## src/rtl/cap_timer_pkg.sv

```systemverilog
package cap_timer_pkg;
  typedef enum logic [1:0] {
    ADDR_CTRL = 2'd0,
    ADDR_DATA = 2'd1,
    ADDR_IRQ  = 2'd2,
    ADDR_CNT  = 2'd3
  } reg_addr_e;

  localparam int unsigned NUM_TAPS = 7;
  localparam logic [2:0] SEL_EXT = 3'd7;

  // log2 of the division ratio for each prescaler tap
  function automatic int unsigned tap_shift(logic [2:0] sel);
    case (sel)
      3'd0: return 1;
      3'd1: return 2;
      3'd2: return 3;
      3'd3: return 5;
      3'd4: return 7;
      3'd5: return 9;
      default: return 11;
    endcase
  endfunction
endpackage

```

## src/rtl/cap_timer_sync_edge.sv

```systemverilog
module cap_timer_sync_edge #(
  parameter int unsigned STAGES = 2
) (
  input  logic clk_i,
  input  logic rst_ni,
  input  logic pin_i,
  output logic rise_o,
  output logic fall_o
);
  logic [STAGES:0] sh_q;

  always_ff @(posedge clk_i or negedge rst_ni) begin
    if (!rst_ni) sh_q <= '0;
    else         sh_q <= {sh_q[STAGES-1:0], pin_i};
  end

  assign rise_o =  sh_q[STAGES-1] & ~sh_q[STAGES];
  assign fall_o = ~sh_q[STAGES-1] &  sh_q[STAGES];

  a_r5_rise_single: assert property (@(posedge clk_i) disable iff (!rst_ni)
    rise_o |=> !rise_o);
endmodule

```

## src/rtl/cap_timer_prescale.sv

```systemverilog
module cap_timer_prescale
  import cap_timer_pkg::*;
#(
  parameter int unsigned PRE_W = 11
) (
  input  logic       clk_i,
  input  logic       rst_ni,
  input  logic [2:0] sel_i,
  input  logic       ext_rise_i,
  output logic       tick_o
);
  logic [PRE_W-1:0] div_q;
  logic [7:0]       tap;

  always_ff @(posedge clk_i or negedge rst_ni) begin
    if (!rst_ni) div_q <= '0;
    else         div_q <= div_q + 1'b1;
  end

  for (genvar g = 0; g < NUM_TAPS; g++) begin : g_tap
    localparam int unsigned SH = tap_shift(3'(g));
    assign tap[g] = &div_q[SH-1:0];
  end
  assign tap[7] = ext_rise_i;

  assign tick_o = tap[sel_i];

  a_r4_half_rate: assert property (@(posedge clk_i) disable iff (!rst_ni)
    tap[0] |=> !tap[0]);
endmodule

```

## src/rtl/cap_timer_core.sv

```systemverilog
module cap_timer_core #(
  parameter int unsigned CNT_W = 8
) (
  input  logic             clk_i,
  input  logic             rst_ni,
  input  logic             en_i,
  input  logic             capmode_i,
  input  logic             tick_i,
  input  logic             clr_i,
  input  logic             cap_edge_i,
  input  logic [CNT_W-1:0] cmp_i,
  output logic [CNT_W-1:0] cnt_o,
  output logic [CNT_W-1:0] cap_o,
  output logic             match_o,
  output logic             capt_o
);
  logic [CNT_W-1:0] cnt_q, cap_q;
  logic             step;

  assign step    = en_i & tick_i & ~clr_i;
  assign match_o = step & (cnt_q == cmp_i);
  assign capt_o  = capmode_i & cap_edge_i;

  always_ff @(posedge clk_i or negedge rst_ni) begin
    if (!rst_ni)      cnt_q <= '0;
    else if (clr_i)   cnt_q <= '0;
    else if (match_o) cnt_q <= '0;
    else if (step)    cnt_q <= cnt_q + 1'b1;
  end

  always_ff @(posedge clk_i or negedge rst_ni) begin
    if (!rst_ni)     cap_q <= '0;
    else if (capt_o) cap_q <= cnt_q;
  end

  assign cnt_o = cnt_q;
  assign cap_o = cap_q;

  a_r2_hold_disabled: assert property (@(posedge clk_i) disable iff (!rst_ni)
    (!en_i && !clr_i) |=> $stable(cnt_q));
  a_r3_step_or_wrap: assert property (@(posedge clk_i) disable iff (!rst_ni)
    (cnt_q != $past(cnt_q)) |-> (cnt_q == '0 || cnt_q == CNT_W'($past(cnt_q) + 1'b1)));
  a_r6_no_capture_outside_mode: assert property (@(posedge clk_i) disable iff (!rst_ni)
    !capmode_i |=> $stable(cap_q));
endmodule

```

## src/rtl/cap_timer.sv

```systemverilog
module cap_timer
  import cap_timer_pkg::*;
#(
  parameter int unsigned CNT_W  = 8,
  parameter int unsigned PRE_W  = 11,
  parameter int unsigned SYNC_N = 2
) (
  input  logic             clk_i,
  input  logic             rst_ni,
  input  logic [1:0]       reg_addr_i,
  input  logic             reg_we_i,
  input  logic [CNT_W-1:0] reg_wdata_i,
  output logic [CNT_W-1:0] reg_rdata_o,
  input  logic             ext_clk_i,
  input  logic             cap_i,
  input  logic             irq_ack_match_i,
  input  logic             irq_ack_cap_i,
  output logic             irq_match_o,
  output logic             irq_cap_o,
  output logic             tmr_out_o
);
  logic             en_q;
  logic [1:0]       mode_q;
  logic [2:0]       sel_q;
  logic [CNT_W-1:0] cmp_q;
  logic             mflag_q, cflag_q, mie_q, cie_q, pol_q, tog_q;

  logic wr_ctrl, wr_data, wr_irq, clr_strobe, clr_m, clr_c;
  logic ext_rise, ext_fall, cap_rise, cap_fall, cap_edge, tick;
  logic match, capt;
  logic [CNT_W-1:0] cnt, cap;
  logic unused_bits;

  assign wr_ctrl    = reg_we_i && (reg_addr_i == ADDR_CTRL);
  assign wr_data    = reg_we_i && (reg_addr_i == ADDR_DATA);
  assign wr_irq     = reg_we_i && (reg_addr_i == ADDR_IRQ);
  assign clr_strobe = wr_ctrl && reg_wdata_i[0];
  assign clr_m      = (wr_irq && reg_wdata_i[0]) || irq_ack_match_i;
  assign clr_c      = (wr_irq && reg_wdata_i[1]) || irq_ack_cap_i;
  assign unused_bits = ^{reg_wdata_i[CNT_W-1:5], reg_wdata_i[6], ext_fall};

  cap_timer_sync_edge #(.STAGES(SYNC_N)) u_ext_sync (
    .clk_i, .rst_ni, .pin_i(ext_clk_i), .rise_o(ext_rise), .fall_o(ext_fall));

  cap_timer_sync_edge #(.STAGES(SYNC_N)) u_cap_sync (
    .clk_i, .rst_ni, .pin_i(cap_i), .rise_o(cap_rise), .fall_o(cap_fall));

  assign cap_edge = pol_q ? cap_rise : cap_fall;

  cap_timer_prescale #(.PRE_W(PRE_W)) u_pre (
    .clk_i, .rst_ni, .sel_i(sel_q), .ext_rise_i(ext_rise), .tick_o(tick));

  cap_timer_core #(.CNT_W(CNT_W)) u_core (
    .clk_i, .rst_ni,
    .en_i(en_q), .capmode_i(mode_q[1]), .tick_i(tick), .clr_i(clr_strobe),
    .cap_edge_i(cap_edge), .cmp_i(cmp_q),
    .cnt_o(cnt), .cap_o(cap), .match_o(match), .capt_o(capt));

  always_ff @(posedge clk_i or negedge rst_ni) begin
    if (!rst_ni) begin
      en_q <= 1'b0; mode_q <= '0; sel_q <= '0; cmp_q <= '0;
      mie_q <= 1'b0; cie_q <= 1'b0; pol_q <= 1'b0;
    end else begin
      if (wr_ctrl) begin
        en_q   <= reg_wdata_i[7];
        mode_q <= reg_wdata_i[5:4];
        sel_q  <= reg_wdata_i[3:1];
      end
      if (wr_data) cmp_q <= reg_wdata_i;
      if (wr_irq) begin
        mie_q <= reg_wdata_i[2];
        cie_q <= reg_wdata_i[3];
        pol_q <= reg_wdata_i[4];
      end
    end
  end

  // set wins over clear
  always_ff @(posedge clk_i or negedge rst_ni) begin
    if (!rst_ni) begin
      mflag_q <= 1'b0; cflag_q <= 1'b0; tog_q <= 1'b0;
    end else begin
      if (match)      mflag_q <= 1'b1;
      else if (clr_m) mflag_q <= 1'b0;
      if (capt)       cflag_q <= 1'b1;
      else if (clr_c) cflag_q <= 1'b0;
      if (match && !mode_q[1]) tog_q <= ~tog_q;
    end
  end

  always_comb begin
    unique case (reg_addr_i)
      ADDR_CTRL: reg_rdata_o = {en_q, 1'b0, mode_q, sel_q, 1'b0};
      ADDR_DATA: reg_rdata_o = cap;
      ADDR_IRQ:  reg_rdata_o = {3'b000, pol_q, cie_q, mie_q, cflag_q, mflag_q};
      default:   reg_rdata_o = cnt;
    endcase
  end

  assign irq_match_o = mflag_q & mie_q;
  assign irq_cap_o   = cflag_q & cie_q;
  assign tmr_out_o   = tog_q & ~mode_q[1];

  a_r8_clear_zeroes: assert property (@(posedge clk_i) disable iff (!rst_ni)
    clr_strobe |=> (cnt == '0));
  a_r10_mflag_sticky: assert property (@(posedge clk_i) disable iff (!rst_ni)
    (mflag_q && !clr_m) |=> mflag_q);
  a_r10_cflag_sticky: assert property (@(posedge clk_i) disable iff (!rst_ni)
    (cflag_q && !clr_c) |=> cflag_q);
  a_r11_out_frozen: assert property (@(posedge clk_i) disable iff (!rst_ni)
    (mode_q[1] && $past(mode_q[1])) |-> $stable(tog_q));
endmodule

```

## config.mk

```make
export PLATFORM = sky130hd
export DESIGN_NAME = cap_timer
export DESIGN_NICKNAME = d
export VERILOG_FILES = /design/src/rtl/cap_timer_pkg.sv /design/src/rtl/cap_timer_sync_edge.sv /design/src/rtl/cap_timer_prescale.sv /design/src/rtl/cap_timer_core.sv /design/src/rtl/cap_timer.sv
export SDC_FILE = /design/constraint.sdc
export NUM_CORES = 1
export LEC_CHECK = 0
export ABC_CLOCK_PERIOD_IN_PS = 3700
export CAP_MARGIN = 40
export CORE_ASPECT_RATIO = 1.25
export CORE_MARGIN = 2
export CORE_UTILIZATION = 56
export CTS_CLUSTER_SIZE = 28
export DETAILED_ROUTE_END_ITERATION = 7
export PLACE_DENSITY = 0.79
export SKIP_LAST_GASP = 1
export SLEW_MARGIN = 20
export SYNTH_ARGS = -nofsm -noshare
export SYNTH_HDL_FRONTEND = slang
export SYNTH_HIERARCHICAL = 1
export SYNTH_SLANG_ARGS = --single-unit
```

## constraint.sdc

```tcl
create_clock -name clk_i -period 3.7 [get_ports clk_i]
set_input_delay 0.74 -clock clk_i [delete_from_list [all_inputs] [get_ports clk_i]]
set_output_delay 0.74 -clock clk_i [all_outputs]
set_load 0.01 [all_outputs]
```

# After elaboration in Yosys (flattened, before gate mapping)
# Index checks and enable logic that the tools add are counted.
[word_totals]
regBits = 53
wordCells = 68
input_bits = 17
out_inout_bits = 11
[op_classes]
n_reduce_logical = 20
magnitude_cmp = 1
n_eq_ne = 3
bitwise = 16
muxes = 11
n_addsub = 2
[ops]
columns = ["cell", "count"]
rows = [
  ["2-to-1 mux 8 bit", 3],
  ["case mux 8 bit (3 select lines)", 1],
  ["adder 11 x 1 -> 11 bit (second input constant)", 1],
  ["AND reduction 11 bit", 1],
  ["AND 1 bit", 10],
  ["AND reduction 9 bit", 1],
  ["adder 8 x 1 -> 8 bit (second input constant)", 1],
  ["== test 8 bit", 1],
  ["logical AND 1 bit", 7],
  ["AND reduction 7 bit", 1],
  ["2-to-1 mux 1 bit", 6],
  ["NOT 1 bit", 6],
  ["AND reduction 5 bit", 1],
  ["< comparator 3 x 4 -> 1 bit (second input constant)", 1],
  ["nonzero test 2 bit", 2],
  ["binary-select mux 1 bit (select 3 bit)", 1],
  ["AND reduction 3 bit", 1],
  ["nonzero test 3 bit", 1],
  ["== test 2 x 1 -> 1 bit (second input constant)", 1],
  ["== test 2 bit (second input constant)", 1],
  ["logical NOT 2 bit", 1],
  ["logical OR 1 bit", 2],
  ["AND reduction 2 bit", 1],
  ["logical NOT 1 bit", 1],
]

# Logic depth before layout (Yosys ltp)
# Gate-level depths: netlist (run 1).
[depth]
depth_word = 9
depth_mapped = 14
ltp_nobuf = 13

# Modules after synthesis
# The synthesis (run 1) kept the hierarchy.
[modules_own_cells]
columns = ["module", "area_each_um2", "instances", "cells_each", "seq_area_each_um2"]
rows = [
  ["cap_timer", 1042.2, 1, 71, 500.5],
  ["cap_timer_core", 857.1, 1, 79, 400.4],
  ["cap_timer_prescale", 558.0, 1, 50, 275.3],
  ["cap_timer_sync_edge", 90.1, 2, 5, 75.1],
]

# Worst setup path before layout (run 1)
# No wires, ideal clock.
[synth_timing]
path_type = "reg2reg"
from = "register u_pre.div_q[0]"
to = "register u_core.cnt_q[7], in the netlist u_core/cnt_o[7]"
period_less_slack_ns = 2.875
path_buffers = 0
stages_incl_launch_ff = 14
arrival_time_ns = 2.789
setup_time_ns = 0.087
slack_ns = 0.825
required_ns = 3.613
path_cell_list = "dfrtp_1 -> ha_1 -> nand3_1 -> inv_1 -> and3_1 -> ha_1 -> nor4bb_1 -> a31o_2 -> a2111oi_1 -> nand2_1 -> or2_2 -> a21o_1 -> or3_2 -> o211ai_1"
[synth_via]
elab_chain_cells = 8
elab_cells_between_ends = 14
classes_between = "mux: 4; bitwise: 3; reduce/logical: 7"
[synth_lines]
columns = ["element", "line_no", "source"]
rows = [
  ["start, declared", "cap_timer_prescale.sv:12", "logic [PRE_W-1:0] div_q;"],
  ["start signal, assigned", "cap_timer_prescale.sv:17", "else div_q <= div_q + 1'b1;"],
  ["AND reduction 11 bit, or another cell as far along", "cap_timer_prescale.sv:22", "assign tap[g] = &div_q[SH-1:0];"],
  ["binary-select mux 1 bit (select 3 bit) (*)", "cap_timer_prescale.sv:26", "assign tick_o = tap[sel_i];"],
  ["2-to-1 mux 1 bit (not written as such) (*)", "cap_timer_prescale.sv:26", ""],
  ["via tick", "cap_timer.sv:29", "logic ext_rise, ext_fall, cap_rise, cap_fall, cap_edge, tick;"],
  ["AND 1 bit (*) (2 in a row)", "cap_timer_core.sv:20", "assign step = en_i & tick_i & ~clr_i;"],
  ["AND 1 bit", "cap_timer_core.sv:21", "assign match_o = step & (cnt_q == cmp_i);"],
  ["2-to-1 mux 8 bit", "cap_timer_core.sv:27", "else if (match_o) cnt_q <= '0;"],
  ["2-to-1 mux 8 bit", "cap_timer_core.sv:26", "else if (clr_i) cnt_q <= '0;"],
  ["end signal, assigned", "cap_timer_core.sv:28", "else if (step) cnt_q <= cnt_q + 1'b1;"],
  ["end, declared", "cap_timer_core.sv:17", "logic [CNT_W-1:0] cnt_q, cap_q;"],
]
# Mark *: on every way through the listed nets, which the timed path passes. The rest lies on a longest branch. The select of a mux whose other input is x is not followed.
# A chain may end at the register's enable or synchronous reset.

# Final worst setup path (run 1)
# Same ends and word-level chain as after synthesis.

==> out/metrics.cfg, run 1 <==
[setup_path]
cp_cell_sequence = ha_1 > nand3_1 > inv_1 > and3_1 > ha_1 > nor4bb_1 > a31o_2 > a2111oi_1 > buf_4 > nand2_1 > or2_2 > a21o_1 > or3_2 > o211ai_1
cp.arrival_ns = 3.57
reg2regPathDepth = 14
critPathSlowestCell = or3_2
cp-end-kind = flip-flop
required_ns = 3.92
critical_path.top_delay_family = simple AND/OR/NAND/NOR gates
r2r_end = u_core/cnt_o[7]
r2r_setup_slack_ns = 0.35
r2r-start = u_pre/div_q[0]
path_max_fanout = 6
max_stage_delay_ns = 0.46
crit_path_start_kind = flip-flop
path_class = reg2reg
cp_common_cell = ha_1
crit_buf_inv = 2

[floorplanning]
num_io_pins = 28
start_util_pct = 59.0
fp.dieH_um = 80.6
row_count = 27
die-area_um2 = 5260
die_x_um = 65.3
coreArea_um2 = 4460

[sta]
tns_ns = 0
rsz0062_at_grt = no
max_slew_margin_pct = 55.1
period_needed_ns = 3.35
finClkSkew_ns = 0.00698
max_freq_mhz = 299
worstMarginPinSlew_ns = 0.674
whs_ns = 0.293
hold_violations = 0
drv_slew = 0
timing.final.crit_share_pct = 90.5
layout_setup_ws_ns = 0.352
setup_violations = 0

[pwr]
switchingPower_mw = 0.469
p_int_mw = 1.15
power_leakage_nw = 1.40
p_clk_share_pct = 24.6
p_per_area_nw_per_um2 = 527
ir_drop_mv = 0.363
combPwrFrac_pct = 25.3
seqPwrFrac_pct = 50.1
power_mw = 1.62
swShare_pct = 28.9

[min_path]
hold_class = in2async

[cells_and_area]
layout_common_cells = dfrtp_1 (53), mux2_2 (28), clkdlybuf4s50_1 (26), nand2_1 (15), xor2_1 (12)
final_nets = 265
antenna_cells = 0
final_common_cell = dfrtp_1
area_growth_pct = 17.2
drive_gt1_share_pct = 25.0

[flow_run]
maxCapViolations = 0

[global_route]
antenna_found_initial = 0
grt_pass1_wl_um = 8140
grtUsageTotal_pct = 21.0
grt_pass1_vias = 1626
grt.overflow.total = 0
grt_max_degree = 31

[drt]
num_vias = 1725
met3_length_um = 206
drt_iter0_markers = 90
drc = 0
wl_per_cell_um = 16.2
wl_met2_um = 2320
ant_nets = 0
top_layer = met4
firstDrtPassIters = 4
vias_per_cell = 5.71
wl_met1_um = 2290
routed_wl_um = 4880

[synth]
syn_nets = 231
yosysWarnings = 6
syn_area_per_cell_um2 = 12.6
synth.cell_area_um2 = 2630
synthCells = 209

[clock_network]
postCtsSetupBuffers = 0
ctsHoldBuffers = 0
root_buffer = clkbuf_8
h-tree-depth = 2
cts_resized = 0
clk_latency_ns = 0.31
cts_made_buffers = 5
cts_tree = built
cts_sinks = 53
clockBufferDepth = 2
cts.clk_slew.worst_paths_ns = 0.09

[placed_design]
dp_slack_ns = 0.402
dp_hpwl_um = 3600
routabilityCongestion = 0.791
io_buffers = 27

[status]
status = finished, final reports clean

## area by class of cell
| type | instances | area (um2) |
|---|---|---|
| timing repair buffer | 34 | 330 |
| sequential | 53 | 1330 |
| fill | 367 | 1380 |
| tap | 58 | 72.6 |
| inverter | 7 | 26.3 |
| multi-input combinational | 142 | 1210 |
| clock buffer | 7 | 86.3 |
| clock inverter | 1 | 30.0 |
## registers in the layout, summed over array words and instances, names as in the netlist
name,flops
u_pre/div_q,11
mie_q,1
en_q,1
cmp_q,8
mode_q,2
cflag_q,1
u_cap_sync/sh_q,3
u_core/cnt_o,8
u_ext_sync/sh_q,3
pol_q,1
sel_q,3
cie_q,1
mflag_q,1
u_core/cap_o,8
tog_q,1
## worst max path at each step
stage / from / endpoint / slack [ns] / depth (start not counted)
floorplan: u_pre/div_q[0] / u_core/cnt_o[7] / 0.82 / 13
global placement: u_pre/div_q[0] / u_core/cnt_o[7] / 0.43 / 14
detailed placement: reg_addr_i[1] / reg_rdata_o[3] / 0.40 / 3
CTS: u_pre/div_q[0] / u_core/cnt_o[7] / 0.38 / 14
global route: u_pre/div_q[0] / u_core/cnt_o[7] / 0.16 / 14
finish: u_pre/div_q[0] / u_core/cnt_o[7] / 0.35 / 14
## stage by stage
| step | std cells | cell area, um2 | util [%] |
|---|---|---|---|
| floorplan | 209 | 2630 | - |
| global placement | 293 | 2940 | 66.0 |
| detailed placement | 294 | 2960 | 66.5 |
| CTS | 302 | 3080 | 69.1 |
| global route | 302 | 3080 | 69.1 |
| finish | 302 | 3080 | 69.1 |
## per-layer routing
layer	vias to the layer above	GRT usage [%]
met4	0	6.25
li1	825	-
met1	855	29.1
met3	6	4.90
met2	39	33.1
met5	-	0
## power by group through the flow
stage	logic [mW]	clock network, mW	registers (mW)
4_1_cts	0.414	0.411	0.813
6_report	0.411	0.400	0.813
2_1_floorplan	0.307	0	0.772
3_3_place_gp	0.400	0	0.820
3_5_place_dp	0.411	0	0.825
5_1_grt	0.451	0.433	0.832
No activity file was read; power rests on OpenSTA's default activity.
==> run 2, diff against run 1 <==
--- a/config.mk
+++ b/config.mk
@@ -14,7 +14,6 @@
 export DETAILED_ROUTE_END_ITERATION = 7
 export PLACE_DENSITY = 0.79
 export SKIP_LAST_GASP = 1
-export SLEW_MARGIN = 20
 export SYNTH_ARGS = -nofsm -noshare
 export SYNTH_HDL_FRONTEND = slang
 export SYNTH_HIERARCHICAL = 1
==> results of run 2 <==
Final layout, timing and power as in run 1 (identical DEF).
==> run 3, diff against run 2 <==
--- a/config.mk
+++ b/config.mk
@@ -5,14 +5,13 @@
 export SDC_FILE = /design/constraint.sdc
 export NUM_CORES = 1
 export LEC_CHECK = 0
-export ABC_CLOCK_PERIOD_IN_PS = 3700
+export ABC_CLOCK_PERIOD_IN_PS = 3850
 export CAP_MARGIN = 40
-export CORE_ASPECT_RATIO = 1.25
 export CORE_MARGIN = 2
 export CORE_UTILIZATION = 56
 export CTS_CLUSTER_SIZE = 28
 export DETAILED_ROUTE_END_ITERATION = 7
-export PLACE_DENSITY = 0.79
+export PLACE_DENSITY = 0.83
 export SKIP_LAST_GASP = 1
 export SYNTH_ARGS = -nofsm -noshare
 export SYNTH_HDL_FRONTEND = slang
==> constraint.sdc (replaced) <==
create_clock -name clk_i -period 3.85 [get_ports clk_i]
set_input_delay 0.77 -clock clk_i [delete_from_list [all_inputs] [get_ports clk_i]]
set_output_delay 0.77 -clock clk_i [all_outputs]
set_load 0.01 [all_outputs]
==> run 3 against run 2 <==
  * Largest power group unchanged
  * Clock power down 1%
  * Critical endpoint is now reg_rdata_o[3]
  * Hold slack better by 0.076 ns
  * Critical path type is now in2out
  * Count of clock-buffer cells in the layout down 1
  * Routed wire length up 5.6%
  * Sequential power down 3.6%
  * Highest routed layer unchanged
  * Worst setup slack better by 0.12 ns
  * Cell count down 3.0%
==> out/metrics.cfg, run 3 (same netlist as run 1, synthesis figures left out) <==
[global_route]
grtUsageTotal_pct = 22.3
antenna_found_initial = 0
grt_pass1_vias = 1812
grt_pass1_wl_um = 8710
grt_max_degree = 33
grt.overflow.total = 0

[pwr]
power_mw = 1.56
p_per_area_nw_per_um2 = 514
power_leakage_nw = 1.38
ir_drop_mv = 0.319

[sta]
period_needed_ns = 3.38
tns_ns = 0
rsz0062_at_grt = no
setup_violations = 0
hold_violations = 0
worstMarginPinSlew_ns = 0.666
max_slew_margin_pct = 55.6
max_freq_mhz = 296
timing.final.crit_share_pct = 87.8
drv_slew = 0
finClkSkew_ns = 0.0106

[drt]
drc = 0
ant_nets = 0
wl_per_cell_um = 17.6
vias_per_cell = 5.93
firstDrtPassIters = 4
num_vias = 1738
drt_iter0_markers = 154
routed_wl_um = 5150

[floorplanning]
die-area_um2 = 5260
start_util_pct = 59.1
die_x_um = 72.5
coreArea_um2 = 4440
row_count = 24
num_io_pins = 28
fp.dieH_um = 72.5

[clock_network]
cts_sinks = 53
h-tree-depth = 2
clockBufferDepth = 2
ctsHoldBuffers = 0
root_buffer = clkbuf_8
cts_resized = 0
clk_latency_ns = 0.31
cts.clk_slew.worst_paths_ns = 0.08
cts_made_buffers = 5
cts_tree = built
postCtsSetupBuffers = 0

[cells_and_area]
antenna_cells = 0
final_nets = 262
area_growth_pct = 15.7
drive_gt1_share_pct = 24.5
final_common_cell = dfrtp_1
layout_common_cells = dfrtp_1 (53), mux2_2 (28), clkdlybuf4s50_1 (26), nand2_1 (15), xor2_1 (12)
largest_reg_flops = 11
max_flop_register = u_pre/div_q

[setup_path]
max_stage_delay_ns = 0.74
reg2regPathDepth = 13
path_max_fanout = 8
path_class = in2out
crit_path_start_kind = input pin
required_ns = 3.08
cp-end-kind = primary output
cp_cell_sequence = clkdlybuf4s50_1 > mux4_1 > clkdlybuf4s50_1
cp_common_cell = clkdlybuf4s50_1
critPathSlowestCell = clkdlybuf4s50_1
cp.arrival_ns = 2.61

[min_path]
hold_class = reg2reg
hold_depth = 0

[status]
status = finished, final reports clean

[placed_design]
dp_hpwl_um = 3660
routabilityCongestion = 0.904
io_buffers = 27

[flow_run]
maxCapViolations = 0

[run 3: final cells by class]
class / instances / area, um2
timing repair buffer: 31 / 295
fill: 332 / 1400
sequential: 53 / 1330
clock buffer: 6 / 82.6
clock inverter: 2 / 37.5
multi-input combinational: 142 / 1210
tap: 52 / 65.1
inverter: 7 / 26.3
[run 3: critical path, delay by kind of cell]
| family | cells | cell delay, ns |
|---|---|---|
| mux | 1 | 0.61 |
| buf+inv | 2 | 1.23 |
[run 3: power by group]
part / internal, mW / switching, mW / total [mW]
Combinational: 0.226 / 0.160 / 0.385
Clock: 0.211 / 0.184 / 0.395
Sequential: 0.662 / 0.122 / 0.784
Total: 1.10 / 0.465 / 1.56
[run 3: path summary, 6_finish.rpt]
check	endpoint	slack, ns	start
min in group asynchronous	u_core/cnt_o[5]	0.40	rst_ni
worst min-delay path	u_ext_sync/sh_q[1]	0.37	u_ext_sync/sh_q[0]
worst max-delay path	reg_rdata_o[3]	0.47	reg_addr_i[1]
worst max register to register	u_core/cnt_o[7]	0.49	u_pre/div_q[0]
worst min register to register	u_ext_sync/sh_q[1]	0.37	u_ext_sync/sh_q[0]
max in group asynchronous	u_core/cnt_o[4]	2.68	rst_ni
[run 3: metrics by stage]
| step | hold slack (ns) | utilization, % | instance area (um2) | instances | setup WS, ns |
|---|---|---|---|---|---|
| 3_5_place_dp | 0.358 | 65.7 | 2920 | 285 | 0.485 |
| 6_report | 0.369 | 68.4 | 3040 | 293 | 0.470 |
| 4_1_cts | 0.379 | 68.4 | 3040 | 293 | 0.478 |
| 2_1_floorplan | 0.331 | - | 2630 | 209 | 0.975 |
| 5_1_grt | 0.387 | 68.4 | 3040 | 293 | 0.111 |
| 3_3_place_gp | 0.334 | 65.7 | 2920 | 285 | 0.518 |
[run 3: layer usage]
metal / track usage, % / share of wire [%] / wire length [um] / up-vias
met5: 0 / 0 / 0 / -
met4: 8.85 / 1.6 / 80 / 0
met3: 3.33 / 3.5 / 180 / 7
met2: 35.3 / 47 / 2400 / 44
met1: 31.3 / 48 / 2490 / 874
li1: - / - / - / 813
